<file path="config.mk">
export PLATFORM = sky130hd
export DESIGN_NAME = nvm_prog_ctrl
export DESIGN_NICKNAME = d
export VERILOG_FILES = /design/src/rtl/nvm_prog_pkg.sv /design/src/rtl/nvm_op_timer.sv /design/src/rtl/nvm_erase_hold.sv /design/src/rtl/nvm_code_array.sv /design/src/rtl/nvm_prog_ctrl.sv
export SDC_FILE = /design/constraint.sdc
export NUM_CORES = 2
export LEC_CHECK = 0
export ABC_AREA = 1
export BUFFER_PORTS_ARGS = -buffer_cell sky130_fd_sc_hd__buf_2
export CORE_AREA = 2 2 441 552
export DETAILED_ROUTE_END_ITERATION = 10
export DIE_AREA = 0 0 443 554
export GPL_ROUTABILITY_DRIVEN = 0
export PLACE_DENSITY = 0.61
export SLEW_MARGIN = 30
export SYNTH_ARGS = -nofsm -noshare
export SYNTH_HDL_FRONTEND = slang
export SYNTH_SLANG_ARGS = --single-unit
</file>
<file path="constraint.sdc">
create_clock -name clk -period 8 [get_ports clk]
set_input_delay 0.4 -clock clk [delete_from_list [all_inputs] [get_ports clk]]
set_output_delay 0.4 -clock clk [all_outputs]
set_load 0.02 [all_outputs]
</file>
<file path="src/rtl/nvm_prog_pkg.sv">
package nvm_prog_pkg;

  typedef enum logic [2:0] {
    CMD_NONE   = 3'd0,
    CMD_WRITE  = 3'd1,
    CMD_VERIFY = 3'd2,
    CMD_ERASE  = 3'd3,
    CMD_SIGN   = 3'd4,
    CMD_LOCK1  = 3'd5,
    CMD_LOCK2  = 3'd6
  } cmd_e;

  typedef enum logic [1:0] {
    RK_ARRAY,
    RK_POLL,
    RK_LOCKED,
    RK_SIGN
  } rkind_e;

  localparam logic [7:0] BLANK_BYTE  = 8'hFF;
  localparam logic [7:0] HIDDEN_BYTE = 8'h00;
  localparam logic [7:0] SIG_MAKER   = 8'h1E;
  localparam logic [7:0] SIG_FAMILY  = 8'h51;
  localparam logic [7:0] SIG_HIGHV   = 8'hFF;
  localparam logic [7:0] SIG_LOWV    = 8'h05;

  function automatic logic [7:0] sig_byte(input logic [15:0] a, input logic hv);
    case (a)
      16'h0030: sig_byte = SIG_MAKER;
      16'h0031: sig_byte = SIG_FAMILY;
      16'h0032: sig_byte = hv ? SIG_HIGHV : SIG_LOWV;
      default:  sig_byte = BLANK_BYTE;
    endcase
  endfunction

endpackage

</file>
<file path="src/rtl/nvm_op_timer.sv">
// Down-counter for self-timed operations; busy spans exactly CYCLES clocks.
module nvm_op_timer #(
  parameter int unsigned CYCLES = 16
) (
  input  logic clk,
  input  logic rst,
  input  logic start,
  output logic busy,
  output logic done
);
  localparam int CW = $clog2(CYCLES + 1);

  logic [CW-1:0] cnt;

  assign done = busy && (cnt == CW'(1));

  always_ff @(posedge clk) begin
    if (rst) begin
      busy <= 1'b0;
      cnt  <= '0;
    end else if (busy) begin
      if (cnt == CW'(1)) busy <= 1'b0;
      cnt <= cnt - 1'b1;
    end else if (start) begin
      busy <= 1'b1;
      cnt  <= CW'(CYCLES);
    end
  end
endmodule

</file>
<file path="src/rtl/nvm_erase_hold.sv">
// Counts consecutive qualified low-strobe samples; fires once per hold.
module nvm_erase_hold #(
  parameter int unsigned HOLD = 40
) (
  input  logic clk,
  input  logic rst,
  input  logic hold_req,
  output logic fire
);
  localparam int CW = $clog2(HOLD + 1);

  logic [CW-1:0] cnt;

  assign fire = hold_req && (cnt == CW'(HOLD - 1));

  always_ff @(posedge clk) begin
    if (rst || !hold_req) cnt <= '0;
    else if (cnt != CW'(HOLD)) cnt <= cnt + 1'b1;
  end
endmodule

</file>
<file path="src/rtl/nvm_code_array.sv">
// Byte store written as plain RAM, plus a flop map of programmed locations
// so an erase costs one cycle instead of a sweep.
module nvm_code_array #(
  parameter int unsigned AW = 8
) (
  input  logic          clk,
  input  logic          rst,
  input  logic          clear,
  input  logic          we,
  input  logic [AW-1:0] waddr,
  input  logic [7:0]    wdata,
  input  logic [AW-1:0] raddr,
  input  logic [AW-1:0] chk_addr,
  output logic [7:0]    rdata,
  output logic          rvalid,
  output logic          chk_blank
);
  localparam int DEPTH = 1 << AW;

  logic [7:0]       mem [DEPTH];
  logic [DEPTH-1:0] used;

  always_ff @(posedge clk) begin
    if (we) mem[waddr] <= wdata;
    rdata <= mem[raddr];
  end

  always_ff @(posedge clk) begin
    if (rst || clear) used <= '0;
    else if (we) used[waddr] <= 1'b1;
  end

  always_ff @(posedge clk) begin
    if (rst) rvalid <= 1'b0;
    else     rvalid <= used[raddr];
  end

  assign chk_blank = !used[chk_addr];
endmodule

</file>
<file path="src/rtl/nvm_prog_ctrl.sv">
module nvm_prog_ctrl
  import nvm_prog_pkg::*;
#(
  parameter int unsigned AW         = 8,
  parameter int unsigned WRITE_CYC  = 150000,
  parameter int unsigned ERASE_CYC  = 1000000,
  parameter bit          HV_VARIANT = 1'b1
) (
  input  logic          clk,
  input  logic          rst,
  input  logic [AW-1:0] addr_i,
  input  logic [7:0]    data_i,
  input  logic [2:0]    mode_i,
  input  logic          strobe_n_i,
  output logic          ready_o,
  output logic [7:0]    rdata_o
);
  logic          strb_q;
  logic          rise;
  logic          busy, done;
  logic          start_wr, start_lk;
  logic          op_lock, op_sel2;
  logic [AW-1:0] pend_addr;
  logic [7:0]    pend_data;
  logic          lb1, lb2;
  logic          erase_fire;
  logic          arr_blank, arr_valid;
  logic [7:0]    arr_data;
  logic          s1_v;
  rkind_e        s1_kind;
  logic [7:0]    s1_sig, s1_poll;

  assign rise     = !strb_q && strobe_n_i;
  assign start_wr = rise && !busy && (mode_i == CMD_WRITE) && arr_blank;
  assign start_lk = rise && !busy && ((mode_i == CMD_LOCK1) || (mode_i == CMD_LOCK2));
  assign ready_o  = !busy;

  always_ff @(posedge clk) begin
    if (rst) strb_q <= 1'b1;
    else     strb_q <= strobe_n_i;
  end

  nvm_op_timer #(.CYCLES(WRITE_CYC)) u_timer (
    .clk   (clk),
    .rst   (rst),
    .start (start_wr || start_lk),
    .busy  (busy),
    .done  (done)
  );

  nvm_erase_hold #(.HOLD(ERASE_CYC)) u_erase (
    .clk      (clk),
    .rst      (rst),
    .hold_req (!busy && (mode_i == CMD_ERASE) && !strobe_n_i),
    .fire     (erase_fire)
  );

  nvm_code_array #(.AW(AW)) u_array (
    .clk       (clk),
    .rst       (rst),
    .clear     (erase_fire),
    .we        (done && !op_lock),
    .waddr     (pend_addr),
    .wdata     (pend_data),
    .raddr     (addr_i),
    .chk_addr  (addr_i),
    .rdata     (arr_data),
    .rvalid    (arr_valid),
    .chk_blank (arr_blank)
  );

  // Capture of the operation in flight.
  always_ff @(posedge clk) begin
    if (rst) begin
      op_lock   <= 1'b0;
      op_sel2   <= 1'b0;
      pend_addr <= '0;
      pend_data <= BLANK_BYTE;
    end else if (start_wr) begin
      op_lock   <= 1'b0;
      pend_addr <= addr_i;
      pend_data <= data_i;
    end else if (start_lk) begin
      op_lock <= 1'b1;
      op_sel2 <= (mode_i == CMD_LOCK2);
    end
  end

  // Protection bits: set at completion, cleared only by erase or reset.
  always_ff @(posedge clk) begin
    if (rst || erase_fire) begin
      lb1 <= 1'b0;
      lb2 <= 1'b0;
    end else if (done && op_lock) begin
      if (op_sel2) lb2 <= 1'b1;
      else         lb1 <= 1'b1;
    end
  end

  // Read stage 1: classify the request alongside the RAM read.
  always_ff @(posedge clk) begin
    if (rst) begin
      s1_v    <= 1'b0;
      s1_kind <= RK_ARRAY;
      s1_sig  <= BLANK_BYTE;
      s1_poll <= BLANK_BYTE;
    end else begin
      s1_v    <= (mode_i == CMD_VERIFY) || (mode_i == CMD_SIGN);
      s1_sig  <= sig_byte(16'(addr_i), HV_VARIANT);
      s1_poll <= {~pend_data[7], pend_data[6:0]};
      if (mode_i == CMD_SIGN)  s1_kind <= RK_SIGN;
      else if (lb1 && lb2)     s1_kind <= RK_LOCKED;
      else if (busy && !op_lock) s1_kind <= RK_POLL;
      else                     s1_kind <= RK_ARRAY;
    end
  end

  // Read stage 2: registered output mux.
  always_ff @(posedge clk) begin
    if (rst) rdata_o <= BLANK_BYTE;
    else if (s1_v) begin
      case (s1_kind)
        RK_SIGN:   rdata_o <= s1_sig;
        RK_LOCKED: rdata_o <= HIDDEN_BYTE;
        RK_POLL:   rdata_o <= s1_poll;
        default:   rdata_o <= arr_valid ? arr_data : BLANK_BYTE;
      endcase
    end
  end
endmodule

</file>
* After elaboration in Yosys (flattened, before gate mapping) *
Memories as Yosys holds them, arrays and structs flattened. A register that Yosys moved wholly into a read port is not among the register bits.
Cells that the tools add are included.
Widths: inputs -> output; s select.

word-level totals
  output and inout port bits = 9
  memory bits (writable) = 2048
  flip-flop bits (word level) = 344
  memories = 1

cells by class
  add/subtract/negate cells = 2
  bitwise logic cells = 4
  mux-type cells = 17
  reductions and logical operators = 30
  magnitude comparators = 3
  equal/unequal tests = 14

memories
  memory       depth  bits a word  read ports  clocked after memory_dff  write ports  line                  text
  u_array.mem  256    8            1           1                         1            nvm_code_array.sv:20  logic [7:0] mem [DEPTH];

operator list
  cell                   count
  $or 256x256->256       1
  $mux 18                2
  $pmux 8 s3             1
  $add 20x1->20 const B  1
  $eq 20x20->1 const B   1
  $ne 20x20->1 const B   1
  $eq 18x1->1 const B    1
  $lt 8x9->1 const B     2
  $sub 18x1->18 const B  1
  $eq 8x6->1 const B     2
  $pmux 8 s2             1
  $logic_and 1x1->1      14
  $eq 3x3->1 const B     3
  $bmux 1 s8             1
  $demux 1 s8            1
  $ge 8x1->1 const B     1
  $mux 1                 8
  $mux 8                 1
  $eq 3x2->1 const B     2
  $logic_not 1->1        6
  $reduce_and 2->1       3
  $logic_or 1x1->1       5
  $eq 2x2->1 const B     2
  $mux 2                 2
  other kinds (5)        7

* Longest topological paths before layout *
  depth after elaboration = 8
  depth in mapped cells = 23
  mapped depth without buffers = 20

* Hierarchy *
A second synthesis with hierarchy kept.

unflattened totals
  cells, all modules = 9540
  area, all modules = 99570.5 µm²

modules (own cells, without submodules)
  module          sequential area each (µm²)  area an instance (µm²)  cells an instance  instances
  nvm_code_array  66804.1                     95551.6                 8959               1
  nvm_prog_ctrl   860.8                       1732.9                  225                1
  nvm_erase_hold  400.4                       1218.7                  190                1
  nvm_op_timer    380.4                       1067.3                  166                1

* Least setup slack after synthesis *
OpenSTA, ideal clock, no wires.

  kind = register to register
  start = register pend_data[7]
  end = memory u_array.mem[0][7] (data pin)
  data arrival time = 3.413 ns
  clock period less this slack = 4.272 ns
  slack = 3.728 ns
  data required time = 7.141 ns
  cell stages (with the launch flop) = 1
  path buffers = 0
  cell sequence = dfxtp_1

RTL lines
  element                 line                  text
  from (decl)             nvm_prog_ctrl.sv:24   logic [7:0] pend_data;
  from (signal assigned)  nvm_prog_ctrl.sv:82   pend_data <= data_i;
  to (decl)               nvm_code_array.sv:20

Straight into the memory's write port.

* Worst setup path in the final report *
  start = input port addr_i[1]
  end = register u_timer.cnt[15]

between the ends
  word-level cells in the longest chain between the ends = 6

RTL lines
  element                       line                  text
  from (decl)                   nvm_prog_ctrl.sv:11   input logic [AW-1:0] addr_i,
  $bmux 1 s8                    nvm_code_array.sv:38  assign chk_blank = !used[chk_addr];
  $mux 1 (implied by the code)  nvm_code_array.sv:38
  $logic_not 1->1               nvm_code_array.sv:38
  $logic_and 1x1->1             nvm_prog_ctrl.sv:34   assign start_wr = rise && !busy && (mode_i == CMD_WRITE) && arr_blank;
  $logic_or 1x1->1              nvm_prog_ctrl.sv:46   .start (start_wr || start_lk),
  $reduce_bool 2->1 (no line)   --
  to (signal assigned)          nvm_op_timer.sv:23    cnt <= cnt - 1'b1;
  to (signal assigned)          nvm_op_timer.sv:26    cnt <= CW'(CYCLES);
  to (decl)                     nvm_op_timer.sv:13    logic [CW-1:0] cnt;

No other way between the ends. The select of a mux whose other input is x is not followed.
A chain may end at the register's enable or synchronous reset.

==> results.json <==
{
  "die_w_um": 443,
  "dp_cells": 10404,
  "grt_setup_unrepaired": "false",
  "ctsHoldBuffers": 18,
  "path_class": "input port to flop",
  "switching_share": 0.2191,
  "synth_area_leaders": "edfxtp_1 (66%), dfxtp_1 (7.5%), nor2_1 (5.7%), o21ai_0 (4.5%), nand2_1 (3.2%)",
  "grt_pass1_vias": 59930,
  "grt_max_degree": 188,
  "cts_resized": 0,
  "syn_area_per_cell_sq_um": 12.21,
  "startpoint_type": "input port",
  "worst-path-buf-inv": 4,
  "crit_top_cell": "nand2_1",
  "instances_no_fill": 10824,
  "initial_core_util": 0.3885,
  "synth-seq-area-share": 0.7351,
  "grt_pass1_wl_mm": 398.9,
  "io_pins": 31,
  "drt_first_iter_violations": 7300,
  "antenna_found_initial": 9,
  "clock-sinks": 2395,
  "setup_viol": 0,
  "route.detailed.drc": 0,
  "synth_area_sq_mm": 0.09312,
  "drive_gt1_frac": 0.07179,
  "status": "completed",
  "grt.overflow.total": 0,
  "crit_family": "simple AND/OR/NAND/NOR gates",
  "wl_per_cell_um": 25.14,
  "hold_path.class": "input port to flop",
  "first_pass_iters": 6,
  "p_sw_uw": 5494,
  "ys_ff_latch": 2395,
  "areaGrowthSynthToFinish_pct": 11.11,
  "slowest_delay_ns": 0.73,
  "crit_arrival_ns": 5.48,
  "die_y_um": 554,
  "fin_crit_sh": 0.5972,
  "synth_top_area_share": 0.6604,
  "worstSetupEndpointType": "flop",
  "fillers": 21724,
  "power_frac_comb": 0.049,
  "syn_inst": 7624,
  "die_area_sq_mm": 0.2454,
  "viasPerCell": 5.709,
  "critPathSlowestCell": "nand3_2",
  "synth.most_common_cell": "edfxtp_1",
  "critPathMaxFanout": 87,
  "wirelength_mm": 272.1,
  "p_leak_uw": 0.03247,
  "power_frac_seq": 0.535,
  "post-dp-hpwl_mm": 154.3,
  "fin_hold_ws_ns": 0.1626,
  "crit_required_ns": 8.70,
  "rows": 201,
  "cp_cell_sequence": "buf_8 -> clkinv_2 -> buf_4 -> nand2_1 -> nand2_1 -> nand2_1 -> nand2_1 -> inv_1 -> nand2_1 -> nand2_1 -> nand2_1 -> nor2_1 -> nand2_1 -> nand3_1 -> nand3_2 -> nand2_1 -> a21oi_1",
  "worst_slew_margin_rel": 0.2830,
  "tightest_slew_ns": 1.071,
  "finalClockSkew_ns": 0.04012,
  "cts_buffers": 217,
  "final_max_slew_viol_count": 0,
  "synthFlopType": "edfxtp_1",
  "cts.path.max_buffers": 4,
  "pwr-share-clk": 0.416,
  "async_flop_share": 0,
  "finalSetupTns_ns": 0,
  "syn-num-nets": 7650,
  "fin_area_sq_mm": 0.1035,
  "max_freq_mhz": 209.3,
  "p_int_uw": 19580,
  "min_period_ns": 4.778,
  "htreeDepth": 4,
  "synth_edf_count": 2048,
  "hold_viol_final": 0,
  "ys_types": 42,
  "power_density_mw_per_mm2": 242.3,
  "final_nets": 7524,
  "synth_largest_area_cell": "edfxtp_1",
  "cts_tree": "built",
  "worstSkewPairLatency_ns": 0.85,
  "core_area_sq_mm": 0.2397,
  "drv_cap": 0,
  "synth_common_cells": "edfxtp_1 (2048), nor2_1 (1420), o21ai_0 (844)",
  "io_buffers": 30,
  "ir_drop_mv": 0.1745,
  "ant_nets": 0,
  "place_area_sq_mm": 0.09611,
  "postCtsSetupBuffers": 0,
  "clk_pin_slew_ns": 0.07,
  "yosysWarnings": 0,
  "total_power_uw": 25070,
  "cts_root_buffer": "clkbuf_16",
  "grtUsageTotal": 0.2149,
  "vias": 61796
}
-- layout by cell type (no fill, tap or decap), types with 8 or more instances in the layout --
master         count
a21oi_1          213
a221oi_1         166
a22oi_1          255
buf_12            15
buf_2             25
buf_4             88
bufinv_16         23
clkbuf_1          50
clkbuf_16        219
clkbuf_8          13
clkinv_1          42
clkinv_2          39
clkinvlp_4         8
dfxtp_1          339
dfxtp_4            8
dlygate4sd3_1     18
edfxtp_1        2048
inv_1            190
inv_2              9
nand2_1          795
nand2_2            8
nand3_1          451
nand4_1           35
nor2_1          1377
nor2_2            54
nor3_1            12
o2111ai_1         34
o211ai_1          80
o21ai_0          844
o21ai_1          145
or2_2             12
-- cell type report --
type                       instances  area [sq um]  share of cell area
sequential                      2395         68480              0.6618
multi-input combinational       4522         21810              0.2108
clock buffer                     282          5847             0.05651
tap                             3146          3936             0.03804
timing repair buffer             155          1408             0.01360
clock inverter                   114          1175             0.01136
inverter                         207         807.0            0.007800
antenna                            3         7.507          0.00007256
-- layer usage --
layer | wire, um | vias to the layer above | global-route usage
li1 | - | 27348 | -
met1 | 104800 | 30912 | 0.2741
met2 | 130500 | 2889 | 0.3549
met3 | 21570 | 631 | 0.03253
met4 | 15180 | 16 | 0.1107
met5 | 104 | - | 0
-- stage by stage --
stage	worst slack [ns]	utilization
after detailed placement	2.645	0.4010
after global routing	3.018	0.4317
after global placement	2.646	0.4008
after CTS	3.543	0.4310
final	3.222	0.4317
after floorplan	3.728	-
-- sequential cells by signal (all words and copies together), names as in the netlist, 2 cells and up --
name	flops
pend_addr	8
pend_data	8
rdata_o	8
s1_kind	2
s1_poll	8
s1_sig	3
u_array.mem	2048
u_array.rdata	8
u_array.used	256
u_erase.cnt	20
u_timer.cnt	18
-- worst min-delay path, cell delays in order --
cell	delay [ns]
buf_2	0.10
buf_4	0.26
nor2_1	0.15
nor2_1	0.05
-- cells by family (layout without fill, tap and decap cells) --
family,count (synthesis),after routing,share of synthesized area
other cells,0,3,0
compound gates,1754,1754,0.1117
flops,2395,2395,0.7351
xor+xnor,3,3,0.0002822
fa+ha+maj,4,4,0.0005375
buf+inv,707,758,0.03219
simple gates,2761,2761,0.1202
-- power by group through the flow --
| stage | clock network, uW | logic (uW) | registers (uW) |
|---|---|---|---|
| finish | 10400 | 1220 | 13400 |
| global route | 10900 | 1300 | 13400 |
| CTS | 10500 | 1200 | 13400 |
| detailed placement | 0 | 1190 | 13700 |
| global placement | 0 | 1180 | 13700 |
| floorplan | 0 | 706 | 13700 |
-- final timing paths --
path | from | endpoint | slack (ns) | cells past startpoint
max reg2reg | u_timer.busy$_SDFF_PP0_ | u_array.mem[189][5]$_DFFE_PP_ | 3.79 | 6
min | addr_i[5] | pend_addr[5]$_SDFFE_PP0P_ | 0.16 | 4
min reg2reg | lb2$_SDFFE_PP0P_ | lb2$_SDFFE_PP0P_ | 0.46 | 2
max | addr_i[1] | u_timer.cnt[15]$_SDFFE_PP0P_ | 3.22 | 17
No activity file was read; power rests on OpenSTA's default activity.
